File: src/rtl/wpt_pkg.sv
package wpt_pkg;
  typedef enum logic { MODE_PASS = 1'b0, MODE_GAP = 1'b1 } wpt_mode_e;

  function automatic int unsigned cnt_bits(input int unsigned n);
    int unsigned r;
    r = 1;
    while ((1 << r) < n) r++;
    return r;
  endfunction
endpackage

File: src/rtl/wpt_count_store.sv
module wpt_count_store #(
  parameter int CNT_W = 4
) (
  input  logic             clk,
  input  logic             rst_n,
  input  logic             load,
  input  logic [CNT_W-1:0] val,
  output logic [CNT_W-1:0] cnt
);
  logic [CNT_W-1:0] cnt_q;
  logic [CNT_W-1:0] cnt_d;

  always_comb begin
    cnt_d = cnt_q;
    if (load) cnt_d = val;
  end

  always_ff @(posedge clk or negedge rst_n) begin
    if (!rst_n)    cnt_q <= '0;
    else if (load) cnt_q <= cnt_d;
  end

  assign cnt = cnt_q;
endmodule

File: src/rtl/wpt_edge_det.sv
module wpt_edge_det (
  input  logic clk,
  input  logic rst_n,
  input  logic sig,
  output logic rise
);
  logic prev_q;

  always_ff @(posedge clk or negedge rst_n) begin
    if (!rst_n) prev_q <= 1'b0;
    else        prev_q <= sig;
  end

  assign rise = sig & ~prev_q;
endmodule

File: src/rtl/wpt_gap_timer.sv
module wpt_gap_timer #(
  parameter int CNT_W      = 4,
  parameter int UNIT_TICKS = 8
) (
  input  logic             clk,
  input  logic             rst_n,
  input  logic             enable,
  input  logic             start,
  input  logic             us_tick,
  input  logic [CNT_W-1:0] units,
  output logic             active
);
  localparam int SUB_W = wpt_pkg::cnt_bits(UNIT_TICKS);
  localparam logic [SUB_W-1:0] SUB_TOP = SUB_W'(UNIT_TICKS - 1);

  logic             act_q, act_d;
  logic [CNT_W-1:0] unit_q, unit_d;
  logic [SUB_W-1:0] sub_q, sub_d;
  logic             upd;

  always_comb begin
    act_d  = act_q;
    unit_d = unit_q;
    sub_d  = sub_q;
    if (!enable) begin
      act_d = 1'b0;
    end else if (!act_q) begin
      if (start) begin
        act_d  = 1'b1;
        unit_d = units;
        sub_d  = SUB_TOP;
      end
    end else if (us_tick) begin
      if (sub_q == '0) begin
        if (unit_q <= CNT_W'(1)) begin
          act_d = 1'b0;
        end else begin
          unit_d = unit_q - CNT_W'(1);
          sub_d  = SUB_TOP;
        end
      end else begin
        sub_d = sub_q - SUB_W'(1);
      end
    end
  end

  assign upd = act_q | (enable & start);

  always_ff @(posedge clk or negedge rst_n) begin
    if (!rst_n) begin
      act_q  <= 1'b0;
      unit_q <= '0;
      sub_q  <= '0;
    end else if (upd) begin
      act_q  <= act_d;
      unit_q <= unit_d;
      sub_q  <= sub_d;
    end
  end

  assign active = act_q;
endmodule

File: src/rtl/write_gap_timer.sv
module write_gap_timer #(
  parameter int CNT_W      = 4,
  parameter int UNIT_TICKS = 8
) (
  input  logic             clk,
  input  logic             rst_n,
  input  logic             wr_mode,
  input  logic             n_wr,
  input  logic [CNT_W-1:0] n_val,
  input  logic             us_tick,
  input  logic             din,
  input  logic             coil_dis,
  output logic             drv_off
);
  import wpt_pkg::*;

  logic [CNT_W-1:0] n_q;
  logic             din_rise;
  logic             gap_act;
  logic             gap_start;
  wpt_mode_e        mode;

  wpt_count_store #(.CNT_W(CNT_W)) u_store (
    .clk(clk), .rst_n(rst_n), .load(n_wr), .val(n_val), .cnt(n_q)
  );

  wpt_edge_det u_edge (
    .clk(clk), .rst_n(rst_n), .sig(din), .rise(din_rise)
  );

  assign mode      = (n_q == '0) ? MODE_PASS : MODE_GAP;
  assign gap_start = wr_mode & din_rise & (mode == MODE_GAP);

  wpt_gap_timer #(.CNT_W(CNT_W), .UNIT_TICKS(UNIT_TICKS)) u_gap (
    .clk(clk), .rst_n(rst_n), .enable(wr_mode), .start(gap_start),
    .us_tick(us_tick), .units(n_q), .active(gap_act)
  );

  always_comb begin
    drv_off = coil_dis;
    if (wr_mode) begin
      if (mode == MODE_PASS) drv_off = coil_dis | din;
      else                   drv_off = coil_dis | gap_act;
    end
  end
endmodule

File: config.mk
export PLATFORM = sky130hd
export DESIGN_NAME = write_gap_timer
export DESIGN_NICKNAME = d
export VERILOG_FILES = /design/src/rtl/wpt_pkg.sv /design/src/rtl/wpt_count_store.sv /design/src/rtl/wpt_edge_det.sv /design/src/rtl/wpt_gap_timer.sv /design/src/rtl/write_gap_timer.sv
export SDC_FILE = /design/constraint.sdc
export NUM_CORES = 1
export LEC_CHECK = 0
export ABC_AREA = 1
export BUFFER_PORTS_ARGS = -buffer_cell sky130_fd_sc_hd__buf_2
export CORE_MARGIN = 2
export CORE_UTILIZATION = 27
export CTS_BUF_LIST = sky130_fd_sc_hd__clkbuf_2 sky130_fd_sc_hd__clkbuf_4 sky130_fd_sc_hd__clkbuf_8
export DETAILED_ROUTE_END_ITERATION = 16
export PLACE_DENSITY = 0.47
export SLEW_MARGIN = 0
export SYNTH_ARGS = -nofsm -noshare
export SYNTH_HDL_FRONTEND = slang
export SYNTH_SLANG_ARGS = --single-unit
File: constraint.sdc
create_clock -name clk -period 2.2 [get_ports clk]
set_clock_uncertainty 0.15 [all_clocks]
set_input_delay 0.11 -clock clk [delete_from_list [all_inputs] [get_ports clk]]
set_output_delay 0.11 -clock clk [all_outputs]
set_load 0.02 [all_outputs]
==> results of run 1 <==
==> power groups by stage <==
stage / Sequential, uW / Combinational, uW / Clock, uW
after floorplan: 329 / 184 / 0
after global placement: 345 / 232 / 0
after detailed placement: 345 / 232 / 0
after CTS: 340 / 253 / 173
after global routing: 350 / 297 / 183
final: 339 / 249 / 163
==> path summary, 6_finish.rpt <==
check | startpoint | endpoint | slack (ps) | cells past startpoint
setup / recovery | u_gap.active$_DFFE_PN0P_ | drv_off | 570 | 5
hold / removal | us_tick | u_gap.active$_DFFE_PN0P_ | 40 | 3
setup reg to reg | u_gap.unit_q[0]$_DFFE_PN0P_ | u_gap.active$_DFFE_PN0P_ | 600 | 6
hold reg to reg | u_gap.sub_q[1]$_DFFE_PN0P_ | u_gap.sub_q[1]$_DFFE_PN0P_ | 330 | 2
max in group asynchronous | rst_n | u_gap.unit_q[0]$_DFFE_PN0P_ | 1570 | 2
min in group asynchronous | rst_n | u_gap.unit_q[3]$_DFFE_PN0P_ | 100 | 2
==> cells in the mapped netlist, drive strengths merged <==
master	number	area share (%)
nor2	8	5.2
ha	4	6.2
o21a	1	0.92
nand4	7	5.4
nand3b	1	0.92
o21ai	4	2.5
buf	1	1.4
a21oi	3	1.8
inv	14	6.5
nand3	5	5.2
dfrtp	13	40
mux2	4	5.5
nand2	37	18
==> worst max-delay path: stages, from the launching register on <==
cell,delay (ps)
dfrtp_1,490
inv_2,140
a21oi_1,150
o21ai_0,90
nand2_1,60
buf_2,150
==> sequential cells by signal (all words and copies together), names as in the netlist <==
name,count
u_gap.unit_q,4
u_store.cnt,4
u_gap.active,1
u_edge.prev_q,1
u_gap.sub_q,3
==> final cells by class <==
cell class	instances	area, um2
flip-flops and latches	13	325
multi-input cells	74	423
well taps	31	38.8
fillers	306	1770
inverters	14	52.6
clock buffers	4	30.0
repair buffers	22	165
==> routing by layer <==
layer,vias to the layer above,global-route usage [%],routed length (um)
met2,7,17.6,802
met5,-,0,0
met3,2,1.32,25
met1,306,14.2,781
met4,0,5.84,17
li1,378,-,-
==> cell families after synthesis <==
kind of cell,count (synthesis),share of synthesized area (%)
simple gates,58,35.1
buf+inv,15,7.86
flops,13,40.1
compound gates,8,5.24
mux,4,5.55
fa+ha+maj,4,6.16
==> through the flow <==
stage	cell area (um2)	std cells	worst slack, ps	total power (uW)	hold slack (ps)
2_1_floorplan	812	102	763	513	-336
3_3_place_gp	895	143	583	578	-130
3_5_place_dp	895	143	610	577	-131
4_1_cts	1030	158	536	766	23.5
5_1_grt	1030	158	367	830	34.1
6_report	1030	158	574	751	36.4
==> reports/metrics.yaml, run 1 <==
timing:
  setup_tns_ps: 0
  finalHoldViolCount: 0
  fin_crit_sh_pct: 73.9
  maxSlewHeadroom_pct: 75.8
  rsz0062_at_grt: "false"
  min_period_ps: 1630
  slew_violations: 0
  setup_viol: 0
  tightest_slew_ps: 363
  fmax_ghz: 0.615
logic_synthesis:
  ys_ff_latch: 13
  synth_area_um2: 812
  synth_nets: 117
  ys_warn_count: 0
  synth_cells: 102
  yosysSeqAreaShare_pct: 40.1
  syn_area_per_cell_um2: 7.96
  ys_types: 20
layout:
  area_delta_synth_final_pct: 27.4
  post-route-util_pct: 36.9
  drive_gt1_share_pct: 22.0
  layout_common_cells: "nand2_1, dfrtp_1, inv_1"
  insertedDiodeCount: 0
  finalNetCount: 143
  layout_commonest_cell: "nand2_1"
power_and_ir_drop:
  swShare_pct: 35.5
  ir_drop_uv: 379
  cellPowerDensity_nw_per_um2: 725
  p_seq_share_pct: 45.1
  pwr-share-comb_pct: 33.2
  p_leak_uw: 0.000532
  p_int_uw: 485
  power_frac_clock_pct: 21.7
  power_switching_uw: 266
setup_path:
  cp_max_fo: 9
  startpoint_type: "register"
  required_ps: 1940
  critPathKind: "register to primary output"
  arrival_ps: 1370
  end_kind: "primary output"
detailed_routing:
  num_vias: 693
  wl_per_cell_um: 10.3
  drc: 0
  first_iter_violations: 3
  via_per_inst: 4.39
  drt-total-wl_mm: 1.63
  postRouteAntennaNets: 0
  drt-pass1-iter-count: 2
clock_network:
  cts_root_buf: "clkbuf_4"
  cts_setup_buffers: 0
  cts_tree: "done"
  cts_hold_buf: 11
  ctsHtreeMaxLevel: 1
  clkSlewWorstSetupHoldPaths_ps: 80
  clk_latency_ps: 270
  cts_inserted_buffers: 3
  clock-sinks: 13
  clock_path_buffers: 2
  cts-resized-gates: 0
floorplanning:
  die_w_um: 58.8
  placementRows: 19
  boundaryPins: 12
  dieArea_um2: 3460
  initial_core_util_pct: 28.9
  die_h_um: 58.8
  core_area_um2: 2810
grt:
  grt_pass1_vias: 668
  grt_overflow_total: 0
  grt_max_degree: 14
  grt_pass1_wl_mm: 2.87
  antenna_found_initial: 0
  grt_usage_pct: 10.9
placed_design:
  place_congestion: 0.835
  dp.final_hpwl_mm: 1.21
  io_buffers: 11
hold_path:
  hp-class: "primary input to register"
job:
  drv_cap: 0
run_status:
  status: "complete, no violations"
No activity file was read; power rests on OpenSTA's default activity.
==> inputs of run 2 (changes only) <==
==> constraint.sdc (replaced) <==
create_clock -name clk -period 1.5 [get_ports clk]
set_clock_uncertainty 0.15 [all_clocks]
set_input_delay 0.075 -clock clk [delete_from_list [all_inputs] [get_ports clk]]
set_output_delay 0.075 -clock clk [all_outputs]
set_load 0.02 [all_outputs]
==> run 2 against run 1 <==
Sequential power rose by 45%. Power is 77% higher. Cell count is 7.6% higher. Critical path type unchanged.
==> reports/metrics.yaml, run 2 (same netlist as run 1, synthesis figures left out) <==
grt:
  grt_max_degree: 14  # unchanged
  grt_pass1_vias: 741  # was 668
  grt_overflow_total: 0  # unchanged
  grt_pass1_wl_mm: 3.13  # was 2.87 mm
  grt_usage_pct: 11.5  # was 10.9%
  antenna_found_initial: 0  # unchanged
run_status:
  status: "complete, no violations"  # unchanged
setup_path:
  arrival_ps: 1230  # was 1370 ps
  ff2ff_setup_slack_ps: 50  # was 600 ps
  r2r-end: "u_gap.unit_q[3]$_DFFE_PN0P_"  # was u_gap.active$_DFFE_PN0P_
  r2r_start: "u_gap.sub_q[0]$_DFFE_PN0P_"  # was u_gap.unit_q[0]$_DFFE_PN0P_
  end_kind: "primary output"  # unchanged
  r2r_cells: 9  # was 6
  startpoint_type: "register"  # unchanged
  required_ps: 1270  # was 1940 ps
  critPathKind: "register to primary output"  # unchanged
  cp_max_fo: 3  # was 9
layout:
  layout_common_cells: "nand2_1, buf_4, dfrtp_1"  # was nand2_1, dfrtp_1, inv_1
  seq_area_um2: 327  # was 325 um2
  final_cell_count_no_fill: 170  # was 158
  drive_gt1_share_pct: 43.2  # was 22.0%
  insertedDiodeCount: 0  # unchanged
  layout_commonest_cell: "nand2_1"  # unchanged
  finalNetCount: 155  # was 143
  area_delta_synth_final_pct: 46.4  # was 27.4%
  nFillCells: 300  # was 306
  post-route-util_pct: 42.4  # was 36.9%
  multi_input_area_um2: 482  # was 423 um2
  final_area_um2: 1190  # was 1030 um2
clock_network:
  clkSlewWorstSetupHoldPaths_ps: 80  # about the same
  clock-sinks: 13  # unchanged
  cts_root_buf: "clkbuf_4"  # unchanged
  cts_inserted_buffers: 3  # unchanged
  clk_latency_ps: 270  # about the same
  clock_path_buffers: 2  # unchanged
  ctsHtreeMaxLevel: 1  # unchanged
  cts_tree: "done"  # unchanged
power_and_ir_drop:
  power_frac_clock_pct: 17.6  # was 21.7%
  swShare_pct: 35.3  # was 35.5%
  p_seq_share_pct: 37.1  # was 45.1%
  cellPowerDensity_nw_per_um2: 1120  # was 725 nW/um2
  power_switching_uw: 470  # was 266 uW
  p_leak_uw: 0.000598  # was 0.000532 uW
  p_int_uw: 861  # was 485 uW
  pwr-share-comb_pct: 45.4  # was 33.2%
  ir_drop_uv: 444  # was 379 uV
timing:
  slew_violations: 0  # unchanged
  tightest_slew_ps: 344  # was 363 ps
  min_period_ps: 1460
  maxSlewHeadroom_pct: 77.1  # was 75.8%
  setup_viol: 0  # unchanged
  rsz0062_at_grt: "true"  # was false
  finalHoldViolCount: 0  # unchanged
  fmax_ghz: 0.686
  fin_crit_sh_pct: 97.2
  holdWs_ps: 76.1  # was 36.4 ps
  setup_tns_ps: 0  # unchanged
detailed_routing:
  first_iter_violations: 8  # was 3
  via_per_inst: 4.56  # was 4.39
  postRouteAntennaNets: 0  # unchanged
  drc: 0  # unchanged
  drt-pass1-iter-count: 4  # was 2
  wl_per_cell_um: 10.8  # was 10.3 um
  drt-total-wl_mm: 1.84  # was 1.63 mm
  num_vias: 775  # was 693
floorplanning:
  core_area_um2: 2810  # unchanged
  boundaryPins: 12  # unchanged
  die_w_um: 58.8  # unchanged
  initial_core_util_pct: 28.9  # unchanged
  dieArea_um2: 3460  # unchanged
  placementRows: 19  # unchanged
  die_h_um: 58.8  # unchanged
job:
  drv_cap: 0  # unchanged
placed_design:
  place_congestion: 0.758  # was 0.835
  dpl_cell_area_um2: 932  # was 895 um2
  dp.final_hpwl_mm: 1.28  # was 1.21 mm
  io_buffers: 11  # unchanged
  place_inst: 148  # was 143
hold_path:
  hp-class: "primary input to asynchronous set/reset pin"  # was primary input to register
[run 2: changes by cell type in the layout (fill, tap and decap cells not counted), sizes merged]
cell         delta
buf            +14
dlygate4sd3     -2
[run 2: layer usage]
metal | wire length (um) | vias to the layer above | GRT usage [%]
li1 | - | 402 | -
met1 | 848 | 360 | 15.9
met2 | 926 | 11 | 18.3
met3 | 44 | 2 | 1.98
met4 | 16 | 0 | 3.90
met5 | 0 | - | 0
[run 2: worst max-delay path by stage]
stage,start,depth (start not counted),slack [ps],end
final,u_store.cnt[0]$_DFFE_PN0P_,6,40,drv_off
after global routing,u_gap.sub_q[0]$_DFFE_PN0P_,9,-40,u_gap.unit_q[3]$_DFFE_PN0P_
after CTS,u_store.cnt[1]$_DFFE_PN0P_,6,-10,drv_off
after detailed placement,u_gap.sub_q[0]$_DFFE_PN0P_,9,-60,u_gap.unit_q[1]$_DFFE_PN0P_
after global placement,u_gap.sub_q[0]$_DFFE_PN0P_,9,-50,u_gap.unit_q[1]$_DFFE_PN0P_
after floorplan,u_gap.unit_q[0]$_DFFE_PN0P_,6,60,u_gap.active$_DFFE_PN0P_
[run 2: power by group through the flow]
stage | Clock [uW] | Combinational (uW) | Sequential (uW)
3_5_place_dp | 0 | 425 | 495
3_3_place_gp | 0 | 425 | 491
2_1_floorplan | 0 | 271 | 483
4_1_cts | 247 | 479 | 487
6_report | 234 | 604 | 493
5_1_grt | 264 | 691 | 505
[run 2: stage by stage]
step	total power [uW]	worst slack (ps)
detailed placement	920	-58.5
finish	1330	42.4
floorplan	753	62.8
CTS	1210	-14.2
global route	1460	-38.5
global placement	916	-50.2
[run 2: cell type report]
type	instances	area share, %
repair buffers	34	21.6
inverters	14	4.63
flip-flops and latches	13	27.5
well taps	31	3.26
multi-input cells	74	40.5
clock buffers	4	2.53
[run 2: worst max-delay path: stages (launching register included)]
cell	delay (ps)
dfrtp_1	400
nor2_1	130
nand2_2	80
a21oi_2	110
o21ai_1	70
nand2_1	70
buf_6	110
[run 2: timing repair]
item	CTS	global route
hold buffers	9	0
pin swaps	7	8
setup buffers	4	5
setup endpoints to repair	5	9
hold endpoints to repair	22	0
gates resized for setup	8	17
==> inputs of run 3 (changes only) <==
--- a/config.mk
+++ b/config.mk
@@ -12,6 +12,8 @@
 export CTS_BUF_LIST = sky130_fd_sc_hd__clkbuf_2 sky130_fd_sc_hd__clkbuf_4 sky130_fd_sc_hd__clkbuf_8
 export DETAILED_ROUTE_END_ITERATION = 16
 export PLACE_DENSITY = 0.47
+export REMOVE_ABC_BUFFERS = 1
+export SETUP_SLACK_MARGIN = 0.2
 export SLEW_MARGIN = 0
 export SYNTH_ARGS = -nofsm -noshare
 export SYNTH_HDL_FRONTEND = slang
==> constraint.sdc (replaced) <==
create_clock -name clk -period 1.4 [get_ports clk]
set_clock_uncertainty 0.15 [all_clocks]
set_input_delay 0.07 -clock clk [delete_from_list [all_inputs] [get_ports clk]]
set_output_delay 0.07 -clock clk [all_outputs]
set_load 0.02 [all_outputs]
==> run 3 against run 2 <==
The flow now finishes with violations (negative setup slack). Sequential share of layout area fell by 0.98 points. Power grew 11%. Sequential cell count is the same. Register-to-register slack lost 130 ps. Cell count grew 1.2%. Combinational power is 15% higher. Global-route usage up 1.3 points. Clock power up 12%. First-iteration DRC count grew 50%. Setup slack worse by 130 ps. Critical path type unchanged. Critical endpoint unchanged.
==> reports/metrics.yaml, run 3 (same netlist as run 1, synthesis figures left out) <==
run_status:
  status: "finished, violations left"  # was complete, no violations
  violations: "negative setup slack"
placed_design:
  io_buffers: 11  # unchanged
  dp.final_hpwl_mm: 1.33  # was 1.28 mm
  place_congestion: 0.729  # was 0.758
  place_ws_ps: -122  # was -58.5 ps
  place_inst: 152  # was 148
setup_path:
  arrival_ps: 1270  # was 1230 ps
  critPathKind: "register to primary output"  # unchanged
  r2r_cells: 9  # unchanged
  r2r-end: "u_gap.unit_q[1]$_DFFE_PN0P_"  # was u_gap.unit_q[3]$_DFFE_PN0P_
  required_ps: 1180  # was 1270 ps
  cp_max_fo: 3  # unchanged
  ff2ff_setup_slack_ps: -80  # was 50 ps
  r2r_start: "u_gap.sub_q[1]$_DFFE_PN0P_"  # was u_gap.sub_q[0]$_DFFE_PN0P_
  startpoint_type: "register"  # unchanged
  end_kind: "primary output"  # unchanged
detailed_routing:
  drt-pass1-iter-count: 5  # was 4
  via_per_inst: 4.58  # was 4.56
  first_iter_violations: 12  # was 8
  num_vias: 787  # was 775
  drt-total-wl_mm: 1.95  # was 1.84 mm
  drc: 0  # unchanged
  postRouteAntennaNets: 0  # unchanged
  wl_per_cell_um: 11.4  # was 10.8 um
floorplanning:
  initial_core_util_pct: 28.9  # unchanged
  boundaryPins: 12  # unchanged
  die_w_um: 58.8  # unchanged
  core_area_um2: 2810  # unchanged
  placementRows: 19  # unchanged
  die_h_um: 58.8  # unchanged
  dieArea_um2: 3460  # unchanged
power_and_ir_drop:
  pwr-share-comb_pct: 47.0  # was 45.4%
  power_frac_clock_pct: 17.7  # was 17.6%
  ir_drop_uv: 616  # was 444 uV
  power_switching_uw: 537  # was 470 uW
  swShare_pct: 36.3  # was 35.3%
  p_seq_share_pct: 35.3  # was 37.1%
  total_power_uw: 1480  # was 1330 uW
  p_int_uw: 945  # was 861 uW
  p_leak_uw: 0.000621  # was 0.000598 uW
  cellPowerDensity_nw_per_um2: 1200  # was 1120 nW/um2
timing:
  tightest_slew_ps: 361  # was 344 ps
  rsz0062_at_grt: "true"  # unchanged
  holdWs_ps: 36.3  # was 76.1 ps
  fmax_ghz: 0.672
  min_period_ps: 1490
  maxSlewHeadroom_pct: 75.9  # was 77.1%
  finalHoldViolCount: 0  # unchanged
  fin_crit_sh_pct: 106
  setup_viol: 5  # was 0
  fin_ws_ps: -87.7  # was 42.4 ps
  slew_violations: 0  # unchanged
layout:
  area_delta_synth_final_pct: 51.8  # was 46.4%
  layout_common_cells: "nand2_1, buf_4, dfrtp_1"  # unchanged
  nFillCells: 274  # was 300
  finalNetCount: 157  # was 155
  final_cell_count_no_fill: 172  # was 170
  insertedDiodeCount: 0  # unchanged
  layout_commonest_cell: "nand2_1"  # unchanged
  drive_gt1_share_pct: 44.0  # was 43.2%
hold_path:
  hold-path-endpoint: "u_gap.active$_DFFE_PN0P_"
  hp-class: "primary input to register"  # was primary input to asynchronous set/reset pin
  hp-start: "wr_mode"
  hold_depth: 4
grt:
  antenna_found_initial: 0  # unchanged
  grt_usage_pct: 12.8  # was 11.5%
  grt_overflow_total: 0  # unchanged
  grt_pass1_wl_mm: 3.39  # was 3.13 mm
  grt_max_degree: 14  # unchanged
  grt_pass1_vias: 805  # was 741
clock_network:
  ctsHtreeMaxLevel: 1  # unchanged
  clock-sinks: 13  # unchanged
  cts_tree: "done"  # unchanged
  clkSlewWorstSetupHoldPaths_ps: 80  # about the same
  cts_inserted_buffers: 3  # unchanged
  clk_latency_ps: 280  # was 270 ps
  cts_root_buf: "clkbuf_4"  # unchanged
  clock_path_buffers: 2  # unchanged
job:
  drv_cap: 0  # unchanged
## run 3: changes by cell type in the layout (fill, tap and decap cells not counted), moves of 2 or more
cell and delta:
nand2_2 -3, nand2_4 +3, ha_1 -2, ha_2 +2, nor2_2 -2, nor2_4 +2
## run 3: per-stage QoR
step           utilization (%)  setup TNS [ps]  instance area, um2
2_1_floorplan                -           -82.7                 801
3_3_place_gp              34.3            -715                 962
3_5_place_dp              34.3            -788                 962
4_1_cts                   42.1            -378                1180
5_1_grt                   43.9           -1070                1230
6_report                  43.9            -383                1230
## run 3: worst max path at each step
| stage | startpoint | end | cells past startpoint |
|---|---|---|---|
| 2_1_floorplan | u_gap.unit_q[0]$_DFFE_PN0P_ | u_gap.active$_DFFE_PN0P_ | 6 |
| 3_3_place_gp | u_gap.sub_q[0]$_DFFE_PN0P_ | u_gap.unit_q[3]$_DFFE_PN0P_ | 9 |
| 3_5_place_dp | u_gap.sub_q[0]$_DFFE_PN0P_ | u_gap.unit_q[3]$_DFFE_PN0P_ | 9 |
| 4_1_cts | u_store.cnt[1]$_DFFE_PN0P_ | drv_off | 6 |
| 5_1_grt | u_gap.sub_q[1]$_DFFE_PN0P_ | u_gap.unit_q[1]$_DFFE_PN0P_ | 9 |
| 6_report | u_store.cnt[1]$_DFFE_PN0P_ | drv_off | 6 |
## run 3: power groups by stage
stage | logic [uW] | clock network (uW) | registers [uW]
after floorplan | 284 | 0 | 519
after global routing | 791 | 285 | 537
after global placement | 497 | 0 | 521
after CTS | 633 | 269 | 523
after detailed placement | 497 | 0 | 527
final | 697 | 262 | 523
## run 3: timing repair
action | in CTS | in global routing
setup buffers | 5 | 1
setup endpoints to repair | 9 | 9
hold endpoints to repair | 22 | 0
hold buffers | 10 | 0
pin swaps | 7 | 9
gates resized for setup | 19 | 13
cloned | 0 | 0
## run 3: area by class of cell
type	instances	area, um2	share of cell area [%]
Clock buffer	4	30.0	2.44
Inverter	14	55.1	4.47
Multi-Input combinational cell	74	508	41.2
Sequential cell	13	327	26.5
Tap cell	31	38.8	3.15
Timing Repair Buffer	36	274	22.2
## run 3: critical path: stages (launching register included)
cell     delay, ps
dfrtp_1        390
nor2_1         110
nand2_1         90
a21oi_1        130
o21ai_1         80
nand2_1         80
buf_6          120
## run 3: routing by layer
layer / track usage [%] / up-vias / share of wire, %
li1: - / 407 / -
met1: 14.6 / 353 / 43
met2: 23.5 / 20 / 51
met3: 1.76 / 7 / 3.4
met4: 5.52 / 0 / 2.3
met5: 0 / - / 0
